**src/rtl/mmad_pkg.sv**
```systemverilog
package mmad_pkg;
  typedef enum logic [1:0] {
    OP_MAX  = 2'd0,
    OP_MIN  = 2'd1,
    OP_ABSD = 2'd2,
    OP_ACC  = 2'd3
  } mmad_op_e;

  localparam int unsigned CMP_W = 3;
  localparam logic [CMP_W-1:0] CODE_LT = 3'b100;
  localparam logic [CMP_W-1:0] CODE_GT = 3'b010;
  localparam logic [CMP_W-1:0] CODE_EQ = 3'b001;
endpackage

```
**src/rtl/mmad_cmp.sv**
```systemverilog
module mmad_cmp #(
  parameter int unsigned W = 64
) (
  input  logic [W-1:0] a_i,
  input  logic [W-1:0] b_i,
  input  logic         signed_i,
  output logic         lt_o,
  output logic         gt_o,
  output logic         eq_o
);
  localparam logic [W-1:0] SIGN_BIT = {1'b1, {(W-1){1'b0}}};

  logic [W-1:0] a_bias, b_bias;

  // biasing the sign bit turns a signed order into an unsigned one
  always_comb begin
    a_bias = signed_i ? (a_i ^ SIGN_BIT) : a_i;
    b_bias = signed_i ? (b_i ^ SIGN_BIT) : b_i;
    lt_o   = a_bias < b_bias;
    gt_o   = a_bias > b_bias;
    eq_o   = a_i == b_i;
  end
endmodule

```
**src/rtl/mmad_absdiff.sv**
```systemverilog
module mmad_absdiff #(
  parameter int unsigned W = 64
) (
  input  logic [W-1:0] a_i,
  input  logic [W-1:0] b_i,
  input  logic         lt_i,
  input  logic [W-1:0] acc_i,
  output logic [W-1:0] diff_o,
  output logic [W-1:0] acc_sum_o
);
  logic [W-1:0] small_op, large_op;

  always_comb begin
    small_op  = lt_i ? a_i : b_i;
    large_op  = lt_i ? b_i : a_i;
    diff_o    = (~small_op) + large_op + {{(W-1){1'b0}}, 1'b1};
    acc_sum_o = acc_i + diff_o;
  end
endmodule

```
**src/rtl/mmad_unit.sv**
```systemverilog
module mmad_unit
  import mmad_pkg::*;
#(
  parameter int unsigned W = 64
) (
  input  logic             clk_i,
  input  logic             rst_ni,
  input  logic             start_i,
  input  logic [1:0]       op_i,
  input  logic             signed_i,
  input  logic             record_i,
  input  logic [W-1:0]     a_i,
  input  logic [W-1:0]     b_i,
  input  logic [W-1:0]     acc_i,
  output logic [W-1:0]     result_o,
  output logic [CMP_W-1:0] cmp_o,
  output logic             valid_o
);
  logic             lt, gt, eq;
  logic [W-1:0]     diff, acc_sum;
  logic [W-1:0]     res_d;
  logic [CMP_W-1:0] code_d;

  mmad_cmp #(.W(W)) u_cmp (
    .a_i(a_i), .b_i(b_i), .signed_i(signed_i),
    .lt_o(lt), .gt_o(gt), .eq_o(eq)
  );

  mmad_absdiff #(.W(W)) u_absd (
    .a_i(a_i), .b_i(b_i), .lt_i(lt), .acc_i(acc_i),
    .diff_o(diff), .acc_sum_o(acc_sum)
  );

  always_comb begin
    unique case (mmad_op_e'(op_i))
      OP_MAX:  res_d = gt ? a_i : b_i;
      OP_MIN:  res_d = lt ? a_i : b_i;
      OP_ABSD: res_d = diff;
      OP_ACC:  res_d = acc_sum;
      default: res_d = '0;
    endcase
    if (!record_i)  code_d = '0;
    else if (lt)    code_d = CODE_LT;
    else if (gt)    code_d = CODE_GT;
    else            code_d = eq ? CODE_EQ : '0;
  end

  always_ff @(posedge clk_i or negedge rst_ni) begin
    if (!rst_ni) begin
      result_o <= '0;
      cmp_o    <= '0;
      valid_o  <= 1'b0;
    end else begin
      valid_o <= start_i;
      if (start_i) begin
        result_o <= res_d;
        cmp_o    <= code_d;
      end
    end
  end
endmodule

```
**config.mk**
```make
export PLATFORM = sky130hd
export DESIGN_NAME = mmad_unit
export DESIGN_NICKNAME = d
export VERILOG_FILES = /design/src/rtl/mmad_pkg.sv /design/src/rtl/mmad_cmp.sv /design/src/rtl/mmad_absdiff.sv /design/src/rtl/mmad_unit.sv
export SDC_FILE = /design/constraint.sdc
export NUM_CORES = 1
export LEC_CHECK = 0
export ABC_AREA = 0
export BUFFER_PORTS_ARGS = -buffer_cell sky130_fd_sc_hd__clkbuf_2
export CORE_UTILIZATION = 40
export CTS_CLUSTER_DIAMETER = 40
export DETAILED_ROUTE_END_ITERATION = 8
export SKIP_CTS_REPAIR_TIMING = 1
export SYNTH_ARGS = -nofsm -noshare
export SYNTH_HDL_FRONTEND = slang
export SYNTH_SLANG_ARGS = --single-unit
```
**constraint.sdc**
```tcl
create_clock -name clk_i -period 1.2 [get_ports clk_i]
set_clock_uncertainty 0.1 [all_clocks]
set_input_delay 0.12 -clock clk_i [delete_from_list [all_inputs] [get_ports clk_i]]
set_output_delay 0.12 -clock clk_i [all_outputs]
set_load 0.02 [all_outputs]
```
==> impl_metrics.csv, run 1 <==
group,metric,value,unit
power_and_ir_drop,power.density,1280,nW/um2
detailed_routing,drt-pass1-iter-count,7,
critical_path,cp-start-kind,"input pin",
synthesis,synth_top_area_share,11.9,%
grt,overflow,0,
synthesis,synth_ff_type,"dfrtp_1",
placed_design,place_hpwl,63.3,mm
synthesis,synth_common_cells,"nand2_1 (194), a21oi_1 (188), nor2_1 (167), ha_1 (134), o21ai_0 (126)",
sta,rsz0062_at_grt,"true",
finish,nets,3371,
finish,drive_gt1_share,50.6,%
placed_design,gp_congestion,1.03,
grt,grt_pass1_vias,18526,
run,maxCapViolCount,0,
synthesis,yosysUniqueCellTypes,103,
cts,clkSinkCount,68,
detailed_routing,drt_iter0_drc,2192,
sta,maxSlewViolCount,0,
critical_path,cp_slowest_cell,"a2111oi_4",
finish,fillerInstances,2853,
synthesis,syn_inst,2010,
cts,cts_root_buf,"clkbuf_16",
critical_path,slowest_delay,0.41,ns
detailed_routing,wire_per_inst,22.4,um
grt,grt_pass1_wl,110,mm
cts,cts_tree,"yes",
critical_path,arrival,7.23,ns
detailed_routing,wirelength,78.4,mm
grt,antenna_found_initial,2,
placed_design,placed_cell_area,22100,um2
critical_path,crit_fanout,6,
floorplanning,core-area,34800,um2
grt,grt_usage,39.8,%
floorplanning,die_area,36400,um2
critical_path,crit_type,"in -> reg",
sta,worst_pin_slew,0.821,ns
detailed_routing,ant_nets,0,
floorplanning,rows,68,
floorplanning,die_y,191,um
finish,fin_cells,3499,
synthesis,yosys.cell_count.top_type,"nand2_1",
critical_path,reg2reg_from,"result_o[58]$_DFFE_PN0P_",
detailed_routing,avgViaCountPerCell,5.89,
detailed_routing,vias,20610,
synthesis,async_reset_ff_share,100,%
synthesis,synth_top_area_cell,"dfrtp_1",
synthesis,syn_avg_cell_area,7.10,um2
synthesis,ys_ff_latch,68,
synthesis,syn_area,14300,um2
cts,cts.clk_slew.worst_paths,0.06,ns
critical_path,cp_data_required_time,1.33,ns
critical_path,setup.worst_path.start,"b_i[58]",
synthesis,synth_edf_count,0,
critical_path,worstSetupEndpointType,"flip-flop",
grt,grt_max_degree,44,
floorplanning,num_io_pins,267,
power_and_ir_drop,power,32.2,mW
sta,fin_crit,7.10,ns
critical_path,crit_buf_inv,5,
sta,setup_ws,-5.90,ns
sta,finalSetupViolCount,69,
finish,synthToLayoutAreaGrowth,76.2,%
cts,cts_buffers,9,
synthesis,yosysWarnings,0,
cts,clock_latency,0.34,ns
placed_design,pre_cts_ws,-6.74,ns
finish,final_area,25100,um2
synthesis,syn_nets,2344,
power_and_ir_drop,power.leakage,12.1,nW
critical_path,crit_family,"compound AO/OA/AOI/OAI gates",
sta,hold_viol,0,
worst_hold_path,min_path_type,"in -> async",
cts,cts_buffer_depth,2,
floorplanning,start_util,41.0,%
sta,slew_headroom,45.3,%
sta,max_freq,141,MHz
synthesis,netlist_top_cells_area,"dfrtp_1 (12%), ha_1 (12%), a21oi_1 (6.6%), nand2_1 (5.1%), o21ai_0 (4.4%)",
sta,fin_crit_sh,592,%
power_and_ir_drop,ir_drop,1580,uV
detailed_routing,drc,0,
critical_path,reg2reg_slack,0.16,ns
floorplanning,die_w,191,um
run_status,violations,"setup timing",
placed_design,dp.cells,3422,
run_status,status,"complete, but fails checks",
cts,htreeDepth,3,
synthesis,seq_area_frac_synth,11.9,%
placed_design,port_buffers,266,
## placed cells by master, fill, tap and decap left out, types with 15 or more instances in the layout
| master | Yosys | final |
|---|---|---|
| a21o_1 | 79 | 78 |
| a21oi_1 | 188 | 133 |
| a21oi_2 | 4 | 52 |
| a31oi_1 | 52 | 43 |
| and3_1 | 24 | 18 |
| buf_4 | 9 | 810 |
| buf_6 | 11 | 49 |
| clkbuf_2 | 1 | 253 |
| dfrtp_1 | 68 | 68 |
| ha_1 | 134 | 78 |
| ha_4 | 0 | 53 |
| inv_1 | 111 | 83 |
| inv_2 | 0 | 19 |
| mux2i_1 | 29 | 29 |
| nand2_1 | 194 | 178 |
| nand2b_1 | 61 | 60 |
| nand3_1 | 48 | 39 |
| nand4_1 | 28 | 28 |
| nor2_1 | 167 | 156 |
| nor2b_1 | 23 | 20 |
| nor3_1 | 35 | 26 |
| o211ai_1 | 22 | 22 |
| o21a_1 | 21 | 19 |
| o21ai_0 | 126 | 76 |
| o21ai_1 | 14 | 41 |
| o21ai_2 | 0 | 19 |
| o21bai_1 | 18 | 15 |
| o221ai_1 | 22 | 22 |
| o22ai_1 | 31 | 30 |
| o31ai_1 | 37 | 26 |
| xnor2_1 | 68 | 51 |
| xor2_1 | 46 | 33 |
## worst paths after layout
kind | endpoint | cells after the start
worst max-delay path | result_o[63]$_DFFE_PN0P_ | 37
worst min-delay path | result_o[3]$_DFFE_PN0P_ | 3
worst max register to register | result_o[58]$_DFFE_PN0P_ | 3
worst min register to register | result_o[22]$_DFFE_PN0P_ | 1
max in group asynchronous | result_o[59]$_DFFE_PN0P_ | 3
min in group clk_i | valid_o$_DFF_PN0_ | 2
## where the power goes
group          internal [mW]  switching [mW]  leakage [nW]
clock                   1.73            1.10         0.156
sequential              2.80           0.401         0.801
combinational           12.5            13.6          11.2
total                   17.1            15.1          12.1
## state kept, by name (all words and copies together) (netlist names)
name      cells
result_o     64
cmp_o         3
valid_o       1
## routing by layer
metal | wire length, um | up-vias | global-route usage, % | part of all wire (%)
li1 | - | 9506 | - | -
met1 | 36000 | 9908 | 61.6 | 46
met3 | 9060 | 96 | 9.75 | 12
met4 | 1670 | 0 | 8.71 | 2.1
met2 | 31700 | 1100 | 53.6 | 40
met5 | 0 | - | 0 | 0
## layout make-up
type	instances	area (um2)	area share (%)
Multi-Input combinational cell	1710	13800	55.0
Timing Repair Buffer	1136	8270	32.9
Sequential cell	68	1700	6.77
Tap cell	455	569	2.27
Inverter	112	455	1.81
Clock buffer	11	253	1.01
Clock inverter	5	57.6	0.229
Antenna cell	2	5.00	0.0199
## logic make-up after synthesis
logic type	Yosys count	synth area share, %
compound gates	776	37.1
xor+xnor	115	7.16
fa+ha+maj	135	11.9
buf+inv	232	7.28
flops	68	11.9
mux	37	2.67
simple gates	647	22.0
## worst min-delay path: cells and delay by family
kind,cells,cell delay [ns]
buffers and inverters,3,0.86
## per-stage QoR
stage	hold slack [ns]	util [%]	TNS [ns]
floorplan	-0.276	-	-301.72
global placement	-0.0122	63.4	-337.99
finish	0.182	72.2	-300.54
global route	0.198	72.2	-312.42
CTS	-0.373	64.3	-319.22
detailed placement	-0.00580	63.4	-341.47
(Power assumes the default switching activity.)
==> run 2, diff against run 1 <==
==> constraint.sdc (replaced) <==
create_clock -name clk_i -period 8 [get_ports clk_i]
set_clock_uncertainty 0.1 [all_clocks]
set_input_delay 0.8 -clock clk_i [delete_from_list [all_inputs] [get_ports clk_i]]
set_output_delay 0.8 -clock clk_i [all_outputs]
set_load 0.02 [all_outputs]
==> run 2 against run 1 <==
The run still ends with setup timing left. Flip-flop and latch count is the same. Critical path depth grew 1. Worst hold slack gained 0.20 ns. Via count shrank 6.7%. Sequential share of layout area grew 1.1 points. Register-to-register slack gained 6.8 ns. Total power shrank 87%. Cell count shrank 7.1%. Combinational power shrank 88%. Core utilization shrank 10 points.
==> impl_metrics.csv, run 2 (synthesized netlist as in run 1, its figures left out) <==
group,metric,value,unit
run_status,violations,"setup timing",
grt,grt_max_degree,69,
worst_hold_path,min_path_type,"reg -> reg",
run,maxCapViolCount,0,
sta,fin_crit,8.06,ns
finish,largest_register_ffs,64,
critical_path,cp_data_required_time,8.13,ns
sta,hold_ws,0.382,ns
grt,antenna_found_initial,9,
critical_path,reg2reg_slack,6.91,ns
placed_design,gp_congestion,1.04,
detailed_routing,drt_iter0_drc,1990,
cts,cts_root_buf,"clkbuf_16",
detailed_routing,wire_per_inst,22.3,um
grt,grt_usage,38.4,%
finish,nets,3122,
sta,setup_ws,-0.0574,ns
finish,final_area,21700,um2
detailed_routing,drt-pass1-iter-count,5,
cts,cts_tree,"yes",
finish,fillerInstances,3298,
power_and_ir_drop,ir_drop,150,uV
floorplanning,core-area,34800,um2
placed_design,place_hpwl,59.5,mm
placed_design,pre_cts_ws,-0.666,ns
critical_path,cp_slowest_cell,"a221oi_1",
finish,synthToLayoutAreaGrowth,51.9,%
grt,overflow,0,
sta,maxSlewViolCount,0,
cts,cts_buffers,9,
sta,hold_viol,0,
power_and_ir_drop,power.density,189,nW/um2
sta,rsz0062_at_grt,"true",
placed_design,placed_cell_area,20300,um2
run_status,status,"complete, but fails checks",
floorplanning,start_util,41.0,%
power_and_ir_drop,power,4.10,mW
floorplanning,die_area,36400,um2
critical_path,timing.rr.end,"result_o[58]$_DFFE_PN0P_",
detailed_routing,ant_nets,0,
finish,mostFrequentLayoutCell,"buf_4",
critical_path,crit_type,"in -> reg",
critical_path,worstSetupEndpointType,"flip-flop",
power_and_ir_drop,power.leakage,10.6,nW
finish,regMostFlops,"result_o",
cts,cts_buffer_depth,2,
floorplanning,num_io_pins,267,
critical_path,cp-endpoint,"result_o[63]$_DFFE_PN0P_",
sta,max_freq,124,MHz
sta,worst_pin_slew,1.05,ns
critical_path,cp-start-kind,"input pin",
floorplanning,rows,68,
cts,cts.clk_slew.worst_paths,0.06,ns
cts,clock_latency,0.35,ns
finish,final_cell_mix,"buf_4 (608), clkbuf_2 (259), nand2_1 (190), a21oi_1 (172), nor2_1 (165)",
finish,utilization,62.3,%
critical_path,arrival,8.19,ns
grt,grt_pass1_wl,105,mm
critical_path,slowest_delay,0.43,ns
critical_path,crit_fanout,4,
grt,grt_pass1_vias,17555,
detailed_routing,vias,19220,
finish,reg_top3,"result_o x64, cmp_o x3, valid_o x1",
finish,drive_gt1_share,39.3,%
detailed_routing,wirelength,72.6,mm
floorplanning,die_w,191,um
sta,slew_headroom,29.6,%
sta,finalSetupViolCount,2,
critical_path,reg2reg_depth,3,
cts,htreeDepth,3,
critical_path,reg2reg_from,"result_o[58]$_DFFE_PN0P_",
sta,fin_crit_sh,101,%
detailed_routing,drc,0,
placed_design,port_buffers,266,
floorplanning,die_y,191,um
cts,clkSinkCount,68,
detailed_routing,avgViaCountPerCell,5.91,
critical_path,setup.worst_path.start,"b_i[34]",
## run 2: changes by cell type in the layout (fill, tap and decap cells not counted), moves of 12 or more
cell / previous run / this run
ha_4: 53 / 31
o21ai_0: 76 / 114
buf_6: 49 / 13
ha_1: 78 / 102
inv_1: 83 / 100
inv_2: 19 / 4
buf_4: 810 / 608
o21ai_1: 41 / 20
a21oi_2: 52 / 17
nand2_1: 178 / 190
a221oi_1: 4 / 16
o21ai_2: 19 / 3
a21oi_1: 133 / 172
## run 2: per-layer routing
layer / track usage, % / share of wire, % / vias up
li1: - / - / 9029
met1: 60.3 / 48 / 9193
met2: 51.5 / 39 / 935
met3: 8.45 / 12 / 63
met4: 8.15 / 1.6 / 0
met5: 0 / 0 / -
## run 2: stage by stage
stage          instances  TNS (ns)
6_report            3252   -0.0648
5_1_grt             3252     -1.22
4_1_cts             3222     -1.58
3_5_place_dp        3206     -5.62
3_3_place_gp        3206     -4.69
2_1_floorplan       2010    -0.134
## run 2: worst max-delay path: cells and delay by family
kind / cells / cell delay, ns
and+or+nand+nor: 4 / 0.31
adders and majority gates: 3 / 0.74
AOI/OAI and AO/OA: 22 / 4.95
buffers and inverters: 6 / 0.91
xor gates and xnor gates: 3 / 0.49
## run 2: layout make-up
cell class | count | area (um2) | share of cell area, %
timing repair buffer | 887 | 6110 | 28.2
sequential | 68 | 1700 | 7.85
clock inverter | 6 | 30.0 | 0.139
inverter | 112 | 450 | 2.08
clock buffer | 10 | 239 | 1.10
antenna | 4 | 10.0 | 0.0462
multi-input combinational | 1710 | 12600 | 58.0
tap | 455 | 569 | 2.63
## run 2: how the worst min path moves through the flow
stage,start,end,slack [ns],cells after the start
2_1_floorplan,rst_ni,cmp_o[0]$_DFFE_PN0P_,0.40,0
3_3_place_gp,result_o[27]$_DFFE_PN0P_,result_o[27]$_DFFE_PN0P_,0.36,1
3_5_place_dp,result_o[22]$_DFFE_PN0P_,result_o[22]$_DFFE_PN0P_,0.37,1
4_1_cts,result_o[22]$_DFFE_PN0P_,result_o[22]$_DFFE_PN0P_,0.38,1
5_1_grt,result_o[22]$_DFFE_PN0P_,result_o[22]$_DFFE_PN0P_,0.39,1
6_report,result_o[22]$_DFFE_PN0P_,result_o[22]$_DFFE_PN0P_,0.38,1
## run 2: power by group
part	total (mW)	leakage (nW)	switching, mW	internal (mW)
logic	3.24	9.62	1.75	1.49
registers	0.481	0.801	0.0613	0.420
clock network	0.378	0.142	0.163	0.215
total	4.10	10.6	1.97	2.12
==> run 3, diff against run 2 <==
--- a/config.mk
+++ b/config.mk
@@ -7,6 +7,7 @@
 export LEC_CHECK = 0
 export ABC_AREA = 0
 export BUFFER_PORTS_ARGS = -buffer_cell sky130_fd_sc_hd__clkbuf_2
+export CORE_ASPECT_RATIO = 1.2
 export CORE_UTILIZATION = 40
 export CTS_CLUSTER_DIAMETER = 40
 export DETAILED_ROUTE_END_ITERATION = 8
==> run 3 against run 2 <==
The flow finishes with violations (capacitance limit). Non-clock buffer count down 35. Cell count down 0.89%. Critical path depth up 2. Clock power up 21%. Largest cell class unchanged. Worst hold slack better by 0.0049 ns. Global-route usage up 2.1 points. Critical path type unchanged. Total power about the same. Core utilization down 1.5 points.
==> impl_metrics.csv, run 3 (synthesized netlist as in run 1, its figures left out) <==
group,metric,value,unit
run_status,status,"complete, but fails checks",
run_status,violations,"capacitance limit",
sta,slew_headroom,0.916,%
sta,rsz0062_at_grt,"true",
run,maxCapViolCount,1,
sta,hold_ws,0.387,ns
detailed_routing,wirelength,76.3,mm
placed_design,port_buffers,266,
critical_path,crit_type,"in -> reg",
cts,cts_buffers,9,
sta,fin_crit,7.98,ns
critical_path,worstSetupEndpointType,"flip-flop",
detailed_routing,wire_per_inst,23.7,um
cts,cts.clk_slew.worst_paths,0.07,ns
critical_path,cp_data_required_time,8.14,ns
cts,clkSinkCount,68,
floorplanning,start_util,40.8,%
floorplanning,core-area,35000,um2
floorplanning,die_area,36400,um2
finish,mostFrequentLayoutCell,"buf_4",
power_and_ir_drop,p_int,2.12,mW
power_and_ir_drop,ir_drop,112,uV
grt,grt_max_degree,69,
finish,reg_top3,"result_o x64, cmp_o x3, valid_o x1",
finish,fin_cells,3223,
detailed_routing,avgViaCountPerCell,5.91,
grt,grt_pass1_wl,111,mm
finish,final_cell_mix,"buf_4 (580), clkbuf_2 (257), nand2_1 (190), a21oi_1 (182), nor2_1 (165)",
finish,largest_register_ffs,64,
grt,overflow,0,
finish,synthToLayoutAreaGrowth,49.2,%
power_and_ir_drop,seq_power_share,11.6,%
cts,cts_root_buf,"clkbuf_16",
sta,max_freq,125,MHz
critical_path,cp_slowest_cell,"a221o_1",
power_and_ir_drop,power.leakage,10.4,nW
sta,worst_pin_slew,1.47,ns
floorplanning,die_w,174,um
detailed_routing,drt-pass1-iter-count,5,
grt,antenna_found_initial,4,
detailed_routing,drc,0,
critical_path,slowest_delay,0.37,ns
critical_path,arrival,8.11,ns
sta,maxSlewViolCount,0,
cts,clock_latency,0.35,ns
critical_path,crit_fanout,8,
sta,finalSetupTns,0,ns
placed_design,gp_congestion,1.06,
grt,grt_pass1_vias,19063,
sta,fin_crit_sh,99.7,%
cts,htreeDepth,3,
detailed_routing,drt_iter0_drc,1169,
finish,regMostFlops,"result_o",
placed_design,place_hpwl,63.0,mm
cts,cts_tree,"yes",
power_and_ir_drop,power_frac_clock,11.1,%
sta,hold_viol,0,
power_and_ir_drop,power_frac_comb,77.3,%
floorplanning,num_io_pins,267,
power_and_ir_drop,power.density,192,nW/um2
power_and_ir_drop,power,4.10,mW
cts,cts_buffer_depth,2,
detailed_routing,vias,19035,
finish,nets,3087,
detailed_routing,ant_nets,0,
sta,finalSetupViolCount,0,
finish,fillerInstances,3392,
power_and_ir_drop,switching_share,48.3,%
floorplanning,rows,75,
floorplanning,die_y,209,um
finish,drive_gt1_share,37.7,%
critical_path,cp-start-kind,"input pin",
power_and_ir_drop,power.switching,1.98,mW
worst_hold_path,min_path_type,"reg -> reg",
placed_design,dp.cells,3186,
critical_path,crit_top_cell,"nor2_1",
grt,grt_usage,40.6,%
## run 3: metrics by stage
stage	area, um2	setup WS (ns)	util, %
after CTS	20400	-0.463	58.4
after detailed placement	20100	-0.797	57.5
after floorplan	14600	-0.134	-
after global routing	21300	-0.346	60.8
after global placement	20100	-0.707	57.5
final	21300	0.0219	60.8
## run 3: path summary, 6_finish.rpt
| kind | from | end | slack, ns | cells after the start |
|---|---|---|---|---|
| worst max-delay path | b_i[9] | result_o[63]$_DFFE_PN0P_ | 0.02 | 40 |
| worst min-delay path | result_o[27]$_DFFE_PN0P_ | result_o[27]$_DFFE_PN0P_ | 0.39 | 1 |
| worst max register to register | result_o[58]$_DFFE_PN0P_ | result_o[58]$_DFFE_PN0P_ | 6.93 | 3 |
| worst min register to register | result_o[27]$_DFFE_PN0P_ | result_o[27]$_DFFE_PN0P_ | 0.39 | 1 |
| max in group asynchronous | rst_ni | result_o[19]$_DFFE_PN0P_ | 6.67 | 1 |
| min in group asynchronous | rst_ni | result_o[54]$_DFFE_PN0P_ | 0.50 | 1 |
## run 3: critical path: cells and delay by family
family / cells / cell delay (ns)
AOI/OAI and AO/OA: 20 / 4.31
xor gates and xnor gates: 3 / 0.58
buffers and inverters: 7 / 0.83
adders and majority gates: 3 / 0.83
and+or+nand+nor: 7 / 0.73
## run 3: layer usage
| layer | vias up | track usage (%) | wire length [um] |
|---|---|---|---|
| met5 | - | 0 | 11 |
| met4 | 2 | 41.1 | 9180 |
| met3 | 299 | 4.84 | 3740 |
| met2 | 799 | 73.1 | 37600 |
| met1 | 8984 | 39.2 | 25800 |
| li1 | 8951 | - | - |
## run 3: area by class of cell
cell class | instances | area [um2] | area share [%]
Inverter | 112 | 448 | 2.10
Multi-Input combinational cell | 1710 | 12400 | 58.1
Clock inverter | 6 | 88.8 | 0.417
Sequential cell | 68 | 1700 | 8.00
Timing Repair Buffer | 852 | 5860 | 27.5
Antenna cell | 3 | 7.51 | 0.0353
Clock buffer | 10 | 229 | 1.08
Tap cell | 462 | 578 | 2.72
## run 3: power by group through the flow
stage               Sequential [mW]  Combinational (mW)  Clock [mW]
global placement              0.473                2.95           0
finish                        0.474                3.17       0.456
detailed placement            0.476                2.97           0
global route                  0.480                3.38       0.466
floorplan                     0.558                1.56           0
CTS                           0.471                2.99       0.453
